===== src/rtl/tri_stage_core.sv =====
module tri_stage_core #(
  parameter logic [31:0] BOOT_ADDR = 32'h0
) (
  input  logic        clk,
  input  logic        rst,
  output logic [31:0] imem_addr,
  input  logic [31:0] imem_rdata,
  output logic [31:0] dmem_addr,
  output logic [31:0] dmem_wdata,
  output logic        dmem_we,
  output logic        dmem_re,
  input  logic [31:0] dmem_rdata,
  output logic        rf_we,
  output logic [4:0]  rf_wa,
  output logic [31:0] rf_wd
);
  localparam logic [5:0] OP_ADD = 6'd1, OP_SUB = 6'd2, OP_AND = 6'd3, OP_OR = 6'd4,
                         OP_XOR = 6'd5, OP_SLT = 6'd6, OP_SLL = 6'd7, OP_SRL = 6'd8,
                         OP_ADDI = 6'd9, OP_LD = 6'd10, OP_ST = 6'd11, OP_BEQ = 6'd12,
                         OP_BNE = 6'd13, OP_JAL = 6'd14;

  logic [31:0] pc, ex_pc;
  logic        ex_vld;
  logic [31:0] rf [0:31];
  logic        w_vld, ld_pend;
  logic [4:0]  w_rd, ld_rd;
  logic [31:0] w_dat;

  wire [5:0]  op   = imem_rdata[31:26];
  wire [4:0]  rd   = imem_rdata[25:21];
  wire [4:0]  rs1  = imem_rdata[20:16];
  wire [4:0]  rs2  = imem_rdata[15:11];
  wire [31:0] simm = {{21{imem_rdata[10]}}, imem_rdata[10:0]};

  wire [31:0] a = (rs1 == 5'd0) ? 32'd0 : (w_vld && w_rd == rs1) ? w_dat : rf[rs1];
  wire [31:0] b = (rs2 == 5'd0) ? 32'd0 : (w_vld && w_rd == rs2) ? w_dat : rf[rs2];

  logic [31:0] res;
  logic        wr, taken;

  always_comb begin
    res = 32'd0;
    wr = 1'b1;
    taken = 1'b0;
    case (op)
      OP_ADD:  res = a + b;
      OP_SUB:  res = a - b;
      OP_AND:  res = a & b;
      OP_OR:   res = a | b;
      OP_XOR:  res = a ^ b;
      OP_SLT:  res = {31'd0, $signed(a) < $signed(b)};
      OP_SLL:  res = a << b[4:0];
      OP_SRL:  res = a >> b[4:0];
      OP_ADDI: res = a + simm;
      OP_JAL:  begin res = ex_pc + 32'd8; taken = 1'b1; end
      OP_BEQ:  begin wr = 1'b0; taken = (a == b); end
      OP_BNE:  begin wr = 1'b0; taken = (a != b); end
      default: wr = 1'b0;
    endcase
  end

  wire is_mem = (op == OP_LD) || (op == OP_ST);
  wire stall  = ex_vld && is_mem;
  wire [31:0] target = ex_pc + 32'd4 + (simm << 2);

  assign imem_addr  = pc;
  assign dmem_addr  = a + simm;
  assign dmem_wdata = b;
  assign dmem_we    = ex_vld && (op == OP_ST);
  assign dmem_re    = ex_vld && (op == OP_LD);
  assign rf_we      = w_vld;
  assign rf_wa      = w_rd;
  assign rf_wd      = w_dat;

  always_ff @(posedge clk) begin
    if (rst) begin
      pc      <= BOOT_ADDR;
      ex_pc   <= BOOT_ADDR;
      ex_vld  <= 1'b0;
      w_vld   <= 1'b0;
      w_rd    <= 5'd0;
      w_dat   <= 32'd0;
      ld_pend <= 1'b0;
      ld_rd   <= 5'd0;
    end else begin
      pc      <= stall ? pc : (ex_vld && taken) ? target : pc + 32'd4;
      ex_pc   <= pc;
      ex_vld  <= !stall;
      ld_pend <= dmem_re && (rd != 5'd0);
      ld_rd   <= rd;
      if (ld_pend) begin
        w_vld <= 1'b1;
        w_rd  <= ld_rd;
        w_dat <= dmem_rdata;
      end else begin
        w_vld <= ex_vld && wr && (rd != 5'd0);
        w_rd  <= rd;
        w_dat <= res;
      end
    end
  end

  always_ff @(posedge clk)
    if (!rst && w_vld) rf[w_rd] <= w_dat;

  AST_RESET_STATE: assert property (@(posedge clk) rst |=> (imem_addr == BOOT_ADDR && !rf_we && !dmem_we));
  AST_ZERO_BASE: assert property (@(posedge clk) disable iff (rst) (ex_vld && is_mem && rs1 == 5'd0) |-> dmem_addr == simm);
  AST_MEM_BUBBLE: assert property (@(posedge clk) disable iff (rst) stall |=> !ex_vld);
  AST_FETCH_HOLD: assert property (@(posedge clk) disable iff (rst) stall |=> $stable(imem_addr));
  AST_ALU_NEXT: assert property (@(posedge clk) disable iff (rst) (ex_vld && wr && !is_mem && rd != 5'd0) |=> (rf_we && rf_wa == $past(rd)));
  AST_LOAD_LATE: assert property (@(posedge clk) disable iff (rst) (dmem_re && rd != 5'd0) |=> ##1 (rf_we && rf_wa == $past(rd, 2)));
  AST_DELAY_SLOT: assert property (@(posedge clk) disable iff (rst) (ex_vld && taken) |=> (ex_vld && ex_pc == $past(ex_pc) + 32'd4 && imem_addr == $past(ex_pc) + 32'd4 + ($past(simm) << 2)));
endmodule


===== config.mk =====
export PLATFORM = sky130hd
export DESIGN_NAME = tri_stage_core
export DESIGN_NICKNAME = d
export VERILOG_FILES = /design/src/rtl/tri_stage_core.sv
export SDC_FILE = /design/constraint.sdc
export NUM_CORES = 2
export LEC_CHECK = 0
export BUFFER_PORTS_ARGS = -buffer_cell sky130_fd_sc_hd__buf_2
export CAP_MARGIN = 20
export CORE_MARGIN = 2
export CORE_UTILIZATION = 40
export CTS_CLUSTER_DIAMETER = 30
export DETAILED_ROUTE_END_ITERATION = 12
export PLACE_DENSITY = 0.55
export SLEW_MARGIN = 20
export SYNTH_ARGS = -nofsm -noshare
export SYNTH_HDL_FRONTEND = slang
export SYNTH_SLANG_ARGS = --single-unit

===== constraint.sdc =====
create_clock -name clk -period 9.7 [get_ports clk]
set_input_delay 0.97 -clock clk [delete_from_list [all_inputs] [get_ports clk]]
set_output_delay 0.97 -clock clk [all_outputs]
set_load 0.02 [all_outputs]

### After elaboration in Yosys (flattened, before gate mapping)

Memory sizes are Yosys's and may differ from the RTL's.
Index checks and enable logic that the tools add are counted.

| word-level totals | value |
|---|---|
| input port bits | 66 |
| memories kept | 1 |
| memory bits (writable) | 1024 |
| flip-flop bits (word level) | 109 |

Memories:

| name | depth | bits a word | rd ports | clocked after memory_dff | write ports | line | text |
|---|---|---|---|---|---|---|---|
| rf | 32 | 32 | 2 | 0 | 1 | 24 | `logic [31:0] rf [0:31];` |

| cells by class | value |
|---|---|
| muxes and demuxes | 13 |
| order comparisons | 1 |
| equality and inequality tests | 18 |
| reductions and logical operators | 17 |
| shifts and indexed selects | 2 |
| bitwise gates (word level) | 3 |
| add/sub/neg operators | 7 |

Operator list:

| cell | number |
|---|---|
| case mux 32 bit (10 select lines) | 1 |
| 2-to-1 mux 32 bit | 6 |
| adder 32 bit | 3 |
| adder 32 x 3 -> 32 bit (second input constant) | 2 |
| equality test 6 x 4 -> 1 bit (second input constant) | 7 |
| adder 32 x 4 -> 32 bit (second input constant) | 1 |
| bitwise AND 32 bit | 1 |
| equality test 32 bit | 1 |
| less-than comparator 32 bit | 1 |
| inequality test 32 bit | 1 |
| OR 32 bit | 1 |
| << shifter 32 x 5 -> 32 bit | 1 |
| right shift 32 x 5 -> 32 bit | 1 |
| subtractor 32 bit | 1 |
| XOR 32 bit | 1 |
| equality test 6 x 3 -> 1 bit (second input constant) | 4 |
| equality test 6 x 2 -> 1 bit (second input constant) | 2 |
| equality test 5 bit | 2 |
| logical AND 1 bit | 10 |
| logical NOT 5 bit | 2 |
| OR reduction 10 bit | 1 |
| equality test 6 x 1 -> 1 bit (second input constant) | 1 |
| 2-to-1 mux 5 bit | 1 |
| nonzero test 5 bit | 1 |
| 4 further kinds | 8 |

### Logic depth before layout (Yosys ltp)

| logic depth | value |
|---|---|
| depth after elaboration | 8 |
| mapped depth | 33 |

### Worst setup path after synthesis

OpenSTA, ideal clock, no wires.

| timing | value |
|---|---|
| kind | input to output |
| start | input imem_rdata[16] |
| end | output dmem_addr[30] |
| required time | 8730 ps |
| setup slack | 2140 ps |
| data arrival time | 6590 ps |
| stages on the path | 30 |
| cell sequence | buf_6 > buf_12 > buf_12 > buf_12 > buf_12 > buf_8 > buf_6 > buf_6 > buf_6 > mux4_2 > nor2_1 > a21oi_1 > o211ai_1 > a21o_1 > inv_1 > ha_1 > fa_1 > a21o_1 > a21oi_1 > o21ai_0 > and3_1 > o221ai_1 > a31oi_1 > o2111ai_1 > nand3_1 > a2bb2oi_2 > maj3_1 > inv_2 > o21ai_1 > xor2_1 |

| on the way | value |
|---|---|
| word-level cells in the longest chain between the ends | 5 |

Ends and longest elaborated chain:

| element | line | text |
|---|---|---|
| start, declared | 7 | `input logic [31:0] imem_rdata,` |
| branches (longest 3 deep; another with memory read (32 x 32 bit)) | -- |  |
| 2-to-1 mux 32 bit * | 35 | `wire [31:0] a = (rs1 == 5'd0) ? 32'd0 : (w_vld && w_rd == rs1) ? w_dat : rf[rs1];` |
| adder 32 bit * | 67 | `assign dmem_addr = a + simm;` |
| end, declared | 8 | `output logic [31:0] dmem_addr,` |

Every way passes the cells marked *.

### Worst setup path in the final report

Same ends and word-level chain as after synthesis.

==> results_dict.tcl <==
set metrics [dict create \
    reg2reg_from "rf_wa[3]" \
    finalSetupViolations 0 \
    synth_cell_types 111 \
    max_freq_ghz 0.119 \
    seq_area_um2 32900 \
    fillers 14200 \
    power.density_nw_per_um2 213 \
    path_class "input pin to output port" \
    final_common_cell "edfxtp_1" \
    critPathTopFamily "compound AO/OA/AOI/OAI gates" \
    cp_num_buf_inv 5 \
    fin_crit_sh_pct 86.8 \
    nNetsFinal 5445 \
    synthArstFlopShare_pct 0 \
    use_met2_pct 50.3 \
    synth.avg_cell_area_um2 13.4 \
    arrival_ns 7.45 \
    hold_viol_final 0 \
    cts_setup_buffers 0 \
    syn_to_final_growth_pct 19.3 \
    clock_latency_ns 0.91 \
    cpMostUsedCell "a211oi_1" \
    die_area_um2 166000 \
    grt_start_max_net_pins 72 \
    worstSetupStartpointType "input pin" \
    avgRoutedWirePerCell_um 35.5 \
    path_clk_slew_ns 0.04 \
    relSlewSlack_pct 24.6 \
    cts.path.max_buffers 4 \
    portBuffers 201 \
    cts_hold_buffers 0 \
    crit_path_top_delay_cell "a311oi_1" \
    grt_use_total_pct 31.6 \
    post_drt_via_cell_ratio 6.52 \
    hp-class "input pin to flop" \
    required_ns 8.73 \
    grt_pass1_wl_mm 374 \
    synth_edf_count 1024 \
    vdd_drop_max_mv 0.209 \
    cp_max_fo 70 \
    hp-start "imem_rdata[24]" \
    min_period_ns 8.42 \
    multi_input_area_um2 30300 \
    wirelength_mm 269 \
    h-tree-depth 5 \
    synthCells 4886 \
    finClkSkew_ns 0.0583 \
    die_x_um 408 \
    use_met1_pct 41.4 \
    crit_chain "buf_8 -> buf_12 -> buf_4 -> mux4_2 -> nor2b_1 -> a211oi_1 -> a211oi_1 -> a211o_1 -> ha_1 -> nor3_1 -> nor2_1 -> and3_1 -> o221ai_1 -> a311oi_1 -> o2111ai_1 -> nand3_1 -> a2bb2oi_2 -> maj3_1 -> inv_2 -> o21ai_1 -> xor2_1 -> buf_2" \
    mostFrequentLayoutCells "1024 x edfxtp_1, 441 x mux4_2, 367 x mux2i_1" \
    cts_tree "done" \
    antenna_found_initial 7 \
    coreArea_um2 162000 \
    ios 202 \
    grt-ovfl-total 0 \
    drive_gt1_share_pct 26.1 \
    status "finished, final reports clean" \
    place_inst 7108 \
    maxSlewViolCount 0 \
    vias 49500 \
    syn-num-nets 5119 \
    leakage_uw 0.0290 \
    postRouteAntennaNets 0 \
    tightest_slew_ns 1.13 \
    fin_setup_tns_ns 0 \
    worstSetupStartpoint "imem_rdata[16]" \
    grt_pass1_vias 48200 \
    synthesis.area_um2 65300 \
    drtPass1Iterations 5 \
    ys.warnings.count 0 \
    gr-usage-met3_pct 6.31 \
    timing.max_cap.violations 0 \
    yosysSeqAreaShare_pct 50.4 \
    fp.dieH_um 408 \
    top_usage_layer "met2" \
    cts.sinks 1133 \
    start_util_pct 40.2 \
    rsz0062_at_grt "no" \
    cts_made_buffers 277 \
    remaining_drc_errors 0 \
    place_congestion 0.989 \
    stdcell_count 7584 \
    ys_ff_latch 1133 \
    drtIter0Drc 6744 \
    hold_slack_ns 0.312 \
    critical-path-max-stage-delay_ns 0.71 \
    cp-end-kind "output port" \
    rows 148 \
    cts_resized 0 \
    synth_ff_type "edfxtp_1" \
    cts_root_buffer "clkbuf_16" \
    dp.final_hpwl_mm 174 \
]
synthesized netlist by cell type, types with 57 or more instances:
cell type / count / share of area (%)
a211oi_1: 74 / 0.85
a21oi_1: 226 / 1.7
a221oi_1: 63 / 0.85
a22oi_1: 77 / 0.89
buf_2: 92 / 0.71
clkbuf_1: 152 / 0.87
dfxtp_1: 109 / 3.3
edfxtp_1: 1024 / 47
ha_1: 163 / 3.1
inv_1: 105 / 0.60
mux2i_1: 367 / 5.6
mux4_2: 441 / 15
nand2_1: 251 / 1.4
nand3_1: 85 / 0.65
nor2_1: 338 / 1.9
nor2b_1: 80 / 0.77
nor3_1: 66 / 0.51
o21ai_0: 113 / 0.87
o21ai_1: 67 / 0.51
o22ai_1: 57 / 0.55
xnor2_1: 107 / 1.4
flip-flops by register name, summed over array words and instances (netlist names):
name       flops
ld_rd          5
rf          1024
ex_pc         32
rf_we          1
rf_wd         32
ex_vld         1
imem_addr     32
rf_wa          5
ld_pend        1
final timing paths:
path                                      end  slack [ns]  cells after the start
worst min-delay path                 ld_rd[3]        0.31                      2
worst min register to register       rf_wa[4]        0.48                      2
worst max-delay path            dmem_addr[30]        1.28                     22
worst max register to register      rf_wd[25]        2.50                     20
area by class of cell:
| cell class | count | share of cell area [%] |
|---|---|---|
| Sequential cell | 1133 | 42.3 |
| Multi-Input combinational cell | 3280 | 38.9 |
| Clock buffer | 317 | 9.28 |
| Tap cell | 2175 | 3.49 |
| Timing Repair Buffer | 395 | 3.34 |
| Clock inverter | 157 | 2.15 |
| Inverter | 125 | 0.607 |
| Antenna cell | 2 | 0.00642 |
report_power, final:
| part | switching (uW) | internal (uW) | total (uW) |
|---|---|---|---|
| clock network | 2860 | 6040 | 8900 |
| registers | 20.4 | 5320 | 5340 |
| logic | 1560 | 763 | 2330 |
metal layers:
layer / routed length, um / share of wire (%) / vias to the layer above
met4: 14100 / 5.2 / 6
met2: 125000 / 47 / 3028
met1: 104000 / 39 / 25500
li1: - / - / 20300
met5: 34 / 0.013 / -
met3: 25300 / 9.4 / 632
cells by family after synthesis:
group,count (synthesis),synth area share [%]
flip-flops,1133,50.4
AO/OA/AOI/OAI,1071,11.3
AND/OR/NAND/NOR,1037,7.54
multiplexers,859,21.8
buffers and inverters,473,3.70
adder cells (fa/ha/maj),170,3.29
XOR/XNOR,143,1.92
stage by stage:
stage | setup slack [ns] | util (%) | power, uW | area [um2]
final | 1.28 | 48.0 | 16600 | 77900
after global routing | 0.935 | 48.0 | 17000 | 77900
after CTS | 1.25 | 48.0 | 16600 | 77900
after detailed placement | 1.27 | 42.5 | 7690 | 69000
after global placement | 1.30 | 42.5 | 7700 | 69000
after floorplan | 2.14 | - | 6870 | 65300
(Power assumes the default switching activity.)
